[config.mk]
export PLATFORM = sky130hd
export DESIGN_NAME = scl_timebase
export DESIGN_NICKNAME = d
export VERILOG_FILES = /design/src/rtl/scl_timebase_pkg.sv /design/src/rtl/scl_line_sync.sv /design/src/rtl/scl_prescaler.sv /design/src/rtl/scl_phase_ctrl.sv /design/src/rtl/scl_timebase.sv
export SDC_FILE = /design/constraint.sdc
export NUM_CORES = 1
export LEC_CHECK = 0
export BUFFER_PORTS_ARGS = -buffer_cell sky130_fd_sc_hd__buf_2
export CAP_MARGIN = 20
export CORE_UTILIZATION = 52
export DETAILED_ROUTE_END_ITERATION = 16
export GPL_ROUTABILITY_DRIVEN = 0
export HOLD_SLACK_MARGIN = 0.05
export PLACE_DENSITY = 0.78
export SYNTH_ARGS = -nofsm -noshare
export SYNTH_HDL_FRONTEND = slang
export SYNTH_SLANG_ARGS = --single-unit
[constraint.sdc]
create_clock -name clk -period 2.4 [get_ports clk]
set_input_delay 0.48 -clock clk [delete_from_list [all_inputs] [get_ports clk]]
set_output_delay 0.48 -clock clk [all_outputs]
set_load 0.05 [all_outputs]
[src/rtl/scl_timebase_pkg.sv]
package scl_timebase_pkg;

  typedef enum logic [1:0] {
    PH_IDLE = 2'd0,
    PH_LOW  = 2'd1,
    PH_WAIT = 2'd2,
    PH_HIGH = 2'd3
  } scl_phase_e;

  // Ticks in one phase (low or high) for a given step value.
  function automatic int unsigned half_ticks(int unsigned step);
    return 10 + 4 * step;
  endfunction

  // Tick at which the mid-phase strobe fires.
  function automatic int unsigned mid_ticks(int unsigned step);
    return 5 + 2 * step;
  endfunction

endpackage

[src/rtl/scl_line_sync.sv]
module scl_line_sync #(
  parameter int STAGES = 2
) (
  input  logic clk,
  input  logic rst_n,
  input  logic line_in,
  output logic line_high
);

  logic [STAGES-1:0] sh;

  // Idle bus level is high, so the chain resets to 1.
  generate
    for (genvar i = 0; i < STAGES; i++) begin : g_stage
      if (i == 0) begin : g_first
        always_ff @(posedge clk or negedge rst_n) begin
          if (!rst_n) sh[0] <= 1'b1;
          else        sh[0] <= line_in;
        end
      end else begin : g_next
        always_ff @(posedge clk or negedge rst_n) begin
          if (!rst_n) sh[i] <= 1'b1;
          else        sh[i] <= sh[i-1];
        end
      end
    end
  endgenerate

  assign line_high = sh[STAGES-1];

endmodule

[src/rtl/scl_prescaler.sv]
module scl_prescaler #(
  parameter int PRE_W = 4
) (
  input  logic             clk,
  input  logic             rst_n,
  input  logic             clear,
  input  logic [PRE_W-1:0] limit,
  output logic             tick
);

  logic [PRE_W-1:0] cnt;

  assign tick = (cnt == limit);

  always_ff @(posedge clk or negedge rst_n) begin
    if (!rst_n)              cnt <= '0;
    else if (clear || tick)  cnt <= '0;
    else                     cnt <= cnt + 1'b1;
  end

  // the divider count never passes the latched prescale value
  p_cnt_bound_r2: assert property (@(posedge clk) disable iff (!rst_n)
    cnt <= limit);

endmodule

[src/rtl/scl_phase_ctrl.sv]
module scl_phase_ctrl
  import scl_timebase_pkg::*;
#(
  parameter int PRE_W  = 4,
  parameter int STEP_W = 6
) (
  input  logic                    clk,
  input  logic                    rst_n,
  input  logic                    enable,
  input  logic [PRE_W+STEP_W-1:0] div_cfg,
  input  logic                    line_high,
  input  logic                    tick,
  output logic [PRE_W-1:0]        pre_limit,
  output logic                    pre_clear,
  output logic                    scl_drive_low,
  output logic                    low_start,
  output logic                    high_start,
  output logic                    sda_change,
  output logic                    sda_sample
);

  localparam int CFG_W = PRE_W + STEP_W;
  localparam int CNT_W = STEP_W + 3;

  scl_phase_e         state, state_nx;
  logic [CNT_W-1:0]   cnt;
  logic [CFG_W-1:0]   cfg_q;
  logic [STEP_W-1:0]  step_q;
  logic [CNT_W-1:0]   half_last, mid_last;

  assign step_q    = cfg_q[CFG_W-1:PRE_W];
  assign pre_limit = cfg_q[PRE_W-1:0];
  assign half_last = CNT_W'(half_ticks(32'(step_q)) - 1);
  assign mid_last  = CNT_W'(mid_ticks(32'(step_q)) - 1);

  // Named events, one wire per event
  logic start_req, low_done, line_seen, high_done, enter_low;
  logic low_mid, high_mid;
  assign start_req = (state == PH_IDLE) && enable;
  assign low_done  = (state == PH_LOW)  && tick && (cnt == half_last);
  assign line_seen = (state == PH_WAIT) && line_high;
  assign high_done = (state == PH_HIGH) && tick && (cnt == half_last);
  assign low_mid   = (state == PH_LOW)  && tick && (cnt == mid_last);
  assign high_mid  = (state == PH_HIGH) && tick && (cnt == mid_last);
  assign enter_low = start_req || high_done;

  assign pre_clear = (state == PH_IDLE) || (state == PH_WAIT) || low_done || high_done;
  assign scl_drive_low = (state == PH_LOW);

  always_comb begin
    state_nx = state;
    case (state)
      PH_IDLE: if (start_req) state_nx = PH_LOW;
      PH_LOW:  if (low_done)  state_nx = PH_WAIT;
      PH_WAIT: if (line_seen) state_nx = PH_HIGH;
      PH_HIGH: if (high_done) state_nx = PH_LOW;
      default: state_nx = PH_IDLE;
    endcase
  end

  always_ff @(posedge clk or negedge rst_n) begin
    if (!rst_n) begin
      state      <= PH_IDLE;
      cnt        <= '0;
      cfg_q      <= '0;
      low_start  <= 1'b0;
      high_start <= 1'b0;
      sda_change <= 1'b0;
      sda_sample <= 1'b0;
    end else if (!enable) begin
      state      <= PH_IDLE;
      cnt        <= '0;
      low_start  <= 1'b0;
      high_start <= 1'b0;
      sda_change <= 1'b0;
      sda_sample <= 1'b0;
    end else begin
      state      <= state_nx;
      low_start  <= enter_low;
      high_start <= line_seen;
      sda_change <= low_mid;
      sda_sample <= high_mid;
      if (enter_low) cfg_q <= div_cfg;
      if (enter_low || low_done || line_seen)
        cnt <= '0;
      else if (tick && (state == PH_LOW || state == PH_HIGH))
        cnt <= cnt + 1'b1;
    end
  end

  // a low enable releases SCL on the next cycle
  p_off_release_r9: assert property (@(posedge clk) disable iff (!rst_n)
    !enable |=> (!scl_drive_low && !low_start));

  // the latched divider moves only together with a period start
  p_cfg_hold_r8: assert property (@(posedge clk) disable iff (!rst_n)
    !low_start |-> $stable(cfg_q));

  // high-phase counting begins only after the line was seen high
  p_high_after_line_r3: assert property (@(posedge clk) disable iff (!rst_n)
    high_start |-> $past(line_high));

  // strobes never coincide
  p_strobe_onehot_r10: assert property (@(posedge clk) disable iff (!rst_n)
    $onehot0({low_start, high_start, sda_change, sda_sample}));

  // a period start always drives SCL low
  p_low_entry_r2: assert property (@(posedge clk) disable iff (!rst_n)
    low_start |-> scl_drive_low);

  // the low phase ends on an internal tick or by disable
  p_low_end_tick_r2: assert property (@(posedge clk) disable iff (!rst_n)
    $fell(scl_drive_low) |-> ($past(tick) || !$past(enable)));

endmodule

[src/rtl/scl_timebase.sv]
module scl_timebase #(
  parameter int PRE_W       = 4,
  parameter int STEP_W      = 6,
  parameter int SYNC_STAGES = 2
) (
  input  logic                    clk,
  input  logic                    rst_n,
  input  logic                    enable,
  input  logic [PRE_W+STEP_W-1:0] div_cfg,
  input  logic                    scl_in,
  output logic                    scl_drive_low,
  output logic                    low_start,
  output logic                    high_start,
  output logic                    sda_change,
  output logic                    sda_sample
);

  logic             line_high;
  logic             tick;
  logic             pre_clear;
  logic [PRE_W-1:0] pre_limit;

  scl_line_sync #(.STAGES(SYNC_STAGES)) u_sync (
    .clk       (clk),
    .rst_n     (rst_n),
    .line_in   (scl_in),
    .line_high (line_high)
  );

  scl_prescaler #(.PRE_W(PRE_W)) u_pre (
    .clk   (clk),
    .rst_n (rst_n),
    .clear (pre_clear),
    .limit (pre_limit),
    .tick  (tick)
  );

  scl_phase_ctrl #(.PRE_W(PRE_W), .STEP_W(STEP_W)) u_phase (
    .clk           (clk),
    .rst_n         (rst_n),
    .enable        (enable),
    .div_cfg       (div_cfg),
    .line_high     (line_high),
    .tick          (tick),
    .pre_limit     (pre_limit),
    .pre_clear     (pre_clear),
    .scl_drive_low (scl_drive_low),
    .low_start     (low_start),
    .high_start    (high_start),
    .sda_change    (sda_change),
    .sda_sample    (sda_sample)
  );

endmodule

==> results of run 1 <==
## layout make-up
cell class                 instances  area share
sequential                        31       0.374
clock buffer                       5      0.0181
inverter                           5     0.00903
timing repair buffer              31      0.0890
tap                               46      0.0277
clock inverter                     3     0.00963
multi-input combinational        130       0.472
## critical path: stages, from the launching register on
cell and delay [ns]:
dfrtp_1 0.44, ha_1 0.27, and3b_1 0.20, or3_1 0.39, a31oi_4 0.23, o41ai_4 0.13, buf_4 0.18, mux2_1 0.32
## how the worst max path moves through the flow
stage / endpoint / slack [ns] / depth (start not counted) / startpoint
after floorplan: u_phase.cfg_q[0] / 0.08 / 7 / u_phase.cfg_q[5]
after global placement: u_phase.cfg_q[5] / 0.09 / 7 / u_phase.cfg_q[5]
after detailed placement: u_phase.cfg_q[8] / -0.0003 / 7 / u_phase.cfg_q[5]
after CTS: u_phase.cfg_q[8] / 0.09 / 7 / u_phase.cfg_q[5]
after global routing: u_phase.cfg_q[8] / -0.009 / 7 / u_phase.cfg_q[5]
final: u_phase.cfg_q[8] / 0.12 / 7 / u_phase.cfg_q[5]
## metrics by stage
stage          area [um^2]  setup TNS, ns  setup slack [ns]  total power, mW  instances
3_3_place_gp          1990              0            0.0872             1.68        241
5_1_grt               2080       -0.00888          -0.00888             2.23        251
2_1_floorplan         1810              0            0.0841             1.47        176
6_report              2080              0             0.124             2.07        251
3_5_place_dp          1990      -0.000332         -0.000332             1.73        241
4_1_cts               2060              0            0.0862             2.06        251
## layout by cell type (no fill, tap or decap), drive strengths merged, types with 2 or more instances in the layout
cell / count
and2: 2
nor3: 13
o31ai: 2
a31oi: 2
nor4: 6
nand4: 2
or4: 2
o311ai: 2
and3: 4
nand2b: 2
dfstp: 2
dfrtp: 29
clkinvlp: 2
nand3: 5
inv: 5
nor2: 9
and4: 2
mux2: 10
buf: 31
a21oi: 2
nand2: 14
xor2: 4
or2: 3
or3: 2
clkbuf: 5
xnor2: 19
ha: 8
nand3b: 2
## cells by family after synthesis
kind of cell,count (synthesis),synth area share
fa+ha+maj,8,0.0553
compound gates,16,0.0788
simple gates,72,0.219
flops,31,0.430
mux,11,0.0678
buf+inv,15,0.0380
xor+xnor,23,0.111
## flip-flops by register name (all words and copies together) (netlist names)
register            cells
u_phase.cfg_q          10
u_phase.cnt             9
u_pre.cnt               4
u_phase.state           2
u_phase.high_start      1
u_phase.low_start       1
u_phase.sda_change      1
u_phase.sda_sample      1
u_sync.line_high        1
u_sync.sh               1
## where the power goes
part,internal (mW),switching [mW]
logic,0.428,0.542
clock network,0.112,0.191
registers,0.655,0.141
total,1.19,0.874
## repair_timing
item                                    in CTS  in global routing
gates cloned                                 1                  0
endpoints found under the setup margin       9                 10
pin swaps                                    2                  0
gates resized for setup                      1                  2
setup buffers                                1                  0
## metal layers
| metal | part of all wire | wire length [um] | up-vias | GRT usage |
|---|---|---|---|---|
| li1 | - | - | 686 | - |
| met3 | 0.047 | 171 | 6 | 0.0704 |
| met5 | 0 | 0 | - | 0 |
| met4 | 0.019 | 70 | 0 | 0.0812 |
| met1 | 0.43 | 1570 | 664 | 0.270 |
| met2 | 0.51 | 1870 | 30 | 0.416 |
==> results.txt, run 1 <==
Status - completed
Root Buffer - clkbuf_4
Synth Register Bits - 31
Worst-margin pin slew - 0.705 ns
EDFF count, synth - 0
1st-pass router iterations - 4
Worst reg2reg path depth - 7
Area growth, synth to finish - 14.9%
Cell count after synthesis - 176
# hold bufs at CTS - 0
Max_slew headroom - 0.530
Number of max-cap violations - 0
Site Rows - 21
Final nets - 226
Vias in the first global route - 1382
Slew Viols, Final - 0
CTS tree - yes
Startpoint Class - flip-flop
Via count - 1386
Ports - 19
Peak supply drop - 0.793 mV
Hold WS - 0.178 ns
Layout cells sized above 1 - 0.229
Post-synth ARST share - 1.00
Worst flop-to-flop path endpoint - u_phase.cfg_q[8]
Most common cell in the netlist - dfrtp_1
Hold/Removal Path Class - input port to async pin
Largest cells by area after synthesis - dfrtp_1, xnor2_1, mux2_1
Total GRT Usage - 0.235
Most frequent cells after synthesis - dfrtp_1, xnor2_1, nand2_1, nor3_1, mux2_1
Deepest clock path buffer count - 2
Antenna diode count - 0
Hold Vio Cnt, Final - 0
Sequential element share of the synthesized area - 0.430
Die boundary width - 61.0 um
Area leader, netlist - dfrtp_1
Initial core utilization - 0.542
CP endpoint kind - flip-flop
Total core area - 3340 um^2
CTS Buf Count - 5
Final min period - 2.28 ns
Largest net degree at the start of global routing - 32
Total grt overflow - 0
Clock-pin slew on the worst setup and hold paths - 0.10 ns
Die Area - 3720 um^2
Data required, critical path - 2.63 ns
Multi-input logic area - 982 um^2
Via/cell ratio - 5.52
Cell variety after synth - 47
Worst R2R Setup Slack - 0.12 ns
Util after Layout - 0.623
YS warnings - 0
Mapped Avg Cell Area - 10.3 um^2
Prevailing post-synth register cell - dfrtp_1
Post-DR wirelength/cell - 14.6 um
H-tree levels - 2
DR DRC count - 0
Mapped cell area - 1810 um^2
FF+latch area - 778 um^2
Initial antenna violation count - 0
Hpwl dp - 2790 um
Critical Path AT - 2.50 ns
Period utilisation layout - 0.948
Routed Antenna Nets - 0
Launching point of the worst reg2reg path - u_phase.cfg_q[5]
Crit Path Category - flip-flop to flip-flop
Clk_skew - 0.00828 ns
Total wire length - 3680 um
Max Freq - 439 MHz
Pwr dens - 995 nW/um^2
Unrepaired setup endpoints after global routing - true
Clk_lat worst skew - 0.34 ns
Synthesized Nets - 198
Filler cells - 298
First-pass GRT wire length - 6200 um
Count of final setup violators - 0
Leak - 0.885 nW
Post-synth top area share - 0.401
Die Ht - 61.0 um
PortBufs - 18
DR iter-0 viols - 84
Clock Sinks - 31
Crit path max fanout - 6
(Power assumes the default switching activity.)
==> run 2: changes to the inputs <==
--- a/config.mk
+++ b/config.mk
@@ -7,11 +7,12 @@
 export LEC_CHECK = 0
 export BUFFER_PORTS_ARGS = -buffer_cell sky130_fd_sc_hd__buf_2
 export CAP_MARGIN = 20
-export CORE_UTILIZATION = 52
+export CORE_UTILIZATION = 54
 export DETAILED_ROUTE_END_ITERATION = 16
 export GPL_ROUTABILITY_DRIVEN = 0
 export HOLD_SLACK_MARGIN = 0.05
-export PLACE_DENSITY = 0.78
+export PLACE_DENSITY = 0.79
 export SYNTH_ARGS = -nofsm -noshare
 export SYNTH_HDL_FRONTEND = slang
+export SYNTH_HIERARCHICAL = 1
 export SYNTH_SLANG_ARGS = --single-unit
==> run 2 against run 1 <==
Utilization is 0.24 points higher. Power is 6.4% higher. Sequential cell count stayed put. Fmax is 6.1% higher. Wire length is 32% higher. Final area is 12% higher. Critical path depth stayed put. Clock power is 41% higher. Critical endpoint is now u_pre/cnt[1]. Via count is 31% higher. Non-clock buffer count is 3 lower. Count of clock-buffer cells in the layout is 2 higher.
==> results.txt, run 2 <==
Most common cell in the netlist - dfrtp_1
Synth Register Bits - 31 (unchanged)
Die Area - 4170 um^2 (+12%)
Multi-input logic area - 1210 um^2 (+23%)
Crit path max fanout - 11 (+5)
Antenna diode count - 0 (unchanged)
Max Freq - 466 MHz (+6.1%)
Setup TNS - 0 ns (unchanged)
Number of max-cap violations - 0 (unchanged)
CTS resizes - 0 (-1)
Synth Area in Compound Gates - 0.192 (+0.113)
Seq pwr share - 0.329 (-0.056)
Mapped cell area - 2110 um^2 (+17%)
Vias in the first global route - 1735 (+26%)
Routed Antenna Nets - 0 (unchanged)
Critical Path AT - 2.30 ns (-0.20 ns)
Initial core utilization - 0.569 (+0.0268)
Max_slew headroom - 0.524 (-0.00600)
Cell count after synthesis - 221 (+26%)
Most common cell after layout, fill and taps aside - dfrtp_1
Post-Layout Cell Count - 286 (+14%)
Via count - 1815 (+31%)
Peak supply drop - 0.518 mV (-35%)
Largest family of logic cells by synthesized area - simple AND/OR/NAND/NOR gates
Post-synth top area share - 0.343 (-0.0579)
Cell variety after synth - 42 (-11%)
Hold Vio Cnt, Final - 0 (unchanged)
Total core area - 3720 um^2 (+11%)
Die boundary width - 64.6 um (+5.9%)
Leak - 0.939 nW (+6.2%)
Int Power - 1.28 mW (+7.1%)
Crit Path Category - flip-flop to flip-flop
Die Ht - 64.6 um (+5.9%)
Synth Area in Adders - 0.0473 (-0.00799)
Layout cells sized above 1 - 0.181 (-0.0486)
Deepest clock path buffer count - 2 (unchanged)
PortBufs - 18 (unchanged)
FF+latch area - 778 um^2 (unchanged)
Synthesized Nets - 243 (+23%)
Hold/Removal Path Class - input port to async pin
First-pass GRT wire length - 8170 um (+32%)
H-tree levels - 2 (unchanged)
CTS tree - yes
Post-Place Cells - 278 (+15%)
Launching point of the worst reg2reg path - u_phase/cfg_q[6]
Count of final setup violators - 0 (unchanged)
Simple-Gate Fraction of Synth Area - 0.199 (-0.0191)
Root Buffer - clkbuf_8
Startpoint Class - flip-flop
Worst R2R Setup Slack - 0.26 ns (+0.13 ns)
DR iter-0 viols - 206 (+150%)
Combinational Power Share - 0.478 (+0.009)
Mapped Avg Cell Area - 9.57 um^2 (-6.9%)
Site Rows - 22 (+4.8%)
# hold bufs at CTS - 0 (unchanged)
CP endpoint kind - flip-flop
Prevailing post-synth register cell - dfrtp_1
Worst setup margin - 0.255 ns (+0.131 ns)
Largest cells by area after synthesis - dfrtp_1, xor2_1, a222oi_1
Final nets - 259 (+15%)
Total grt overflow - 0 (unchanged)
Pwr dens - 947 nW/um^2 (-4.8%)
Largest net degree at the start of global routing - 32 (unchanged)
1st-pass router iterations - 5 (+1)
Sequential element share of the synthesized area - 0.368 (-0.0621)
Filler cells - 322 (+8.1%)
Ports - 19 (unchanged)
Status - completed
Unrepaired setup endpoints after global routing - false
Biggest register - u_phase/cfg_q
Total GRT Usage - 0.262 (+0.0273)
Via/cell ratio - 6.35 (+15%)
Max reg flops - 10 (unchanged)
CTS Buf Count - 5 (unchanged)
DR DRC count - 0 (unchanged)
Period utilisation layout - 0.894 (-0.0546)
Clock Sinks - 31 (unchanged)
Largest regs - u_phase/cfg_q (10), u_phase/cnt (9), u_pre/cnt (4)
Switching fraction of total power - 0.419 (-0.00381)
Multiplexer share of the synthesized area - 0.0142 (-0.0536)
Area leader, netlist - dfrtp_1
# Post-CTS Setup Buffers - 0 (-1)
Hpwl dp - 3340 um (+20%)
Post-synth ARST share - 1.00 (unchanged)
Final min period - 2.14 ns (-0.131 ns)
Clk_lat worst skew - 0.29 ns (-0.05 ns)
Clk_skew - 0.0116 ns (+0.00332 ns)
Post-layout power - 2.20 mW (+6.4%)
Slew Viols, Final - 0 (unchanged)
Worst Setup SP - u_phase/cfg_q[6]
Total wire length - 4840 um (+32%)
Most frequent cells in the layout - dfrtp_1, buf_2, nand3_1
EDFF count, synth - 0 (unchanged)
Clock share of power - 0.193 (+0.047)
Xor and xnor fraction of the mapped netlist area - 0.118 (+0.00700)
Post-DR wirelength/cell - 16.9 um (+15%)
Most frequent cells after synthesis - dfrtp_1, nand3_1, xor2_1, o21ai_0, nor2b_1
Clock-pin slew on the worst setup and hold paths - 0.07 ns (-0.03 ns)
Area growth, synth to finish - 9.94%
Worst-margin pin slew - 0.714 ns (+0.00900 ns)
Dpl ws - 0.288 ns (+0.288 ns)
YS warnings - 6 (+6)
Initial antenna violation count - 0 (unchanged)
Data required, critical path - 2.56 ns (-0.07 ns)
Sw power - 0.921 mW (+5.4%)
[run 2: final timing paths]
kind	end	cells past startpoint
setup / recovery	u_pre/cnt[1]	7
hold / removal	u_phase/cfg_q[8]	1
setup reg to reg	u_pre/cnt[1]	7
hold reg to reg	u_sync/line_high	0
max in group asynchronous	u_phase/high_start	1
min in group clk	u_sync/sh[0]	1
[run 2: kinds of logic after synthesis]
kind of cell | after synthesis
flip-flops | 31
multiplexers | 3
XOR/XNOR | 26
buffers and inverters | 25
AO/OA/AOI/OAI | 55
AND/OR/NAND/NOR | 73
adder cells (fa/ha/maj) | 8
[run 2: stage by stage]
| stage | instance area [um^2] | utilization | hold WS [ns] |
|---|---|---|---|
| floorplan | 2110 | - | 0.184 |
| global route | 2320 | 0.626 | 0.280 |
| CTS | 2320 | 0.626 | 0.263 |
| finish | 2320 | 0.626 | 0.241 |
| global placement | 2230 | 0.601 | 0.351 |
| detailed placement | 2230 | 0.601 | 0.352 |
[run 2: routing by layer]
| layer | vias to the layer above | global-route usage | wire [um] | share of wire |
|---|---|---|---|---|
| li1 | 845 | - | - | - |
| met1 | 891 | 0.350 | 2140 | 0.44 |
| met2 | 70 | 0.418 | 2370 | 0.49 |
| met3 | 9 | 0.0581 | 272 | 0.056 |
| met4 | 0 | 0.0944 | 61 | 0.013 |
| met5 | - | 0 | 0 | 0 |
[run 2: critical path: stages (launching register included)]
cell and delay, ns:
dfrtp_1 0.42, ha_1 0.26, xnor2_2 0.21, xor2_1 0.26
o2111ai_4 0.15, or2_4 0.32, o21ai_1 0.28, nor3b_1 0.10
[run 2: area by class of cell]
cell class              instances  share of cell area
well taps                      48              0.0258
multi-input cells             165               0.519
flip-flops and latches         31               0.335
inverters                       6             0.00969
clock buffers                   7              0.0371
clock inverters                 1             0.00215
repair buffers                 28              0.0710
[run 2: power by group through the flow]
stage	Clock [mW]	Combinational (mW)	Sequential, mW
2_1_floorplan	0	0.847	0.717
3_3_place_gp	0	1.01	0.727
3_5_place_dp	0	1.04	0.733
4_1_cts	0.429	1.04	0.723
5_1_grt	0.452	1.16	0.742
6_report	0.426	1.05	0.723
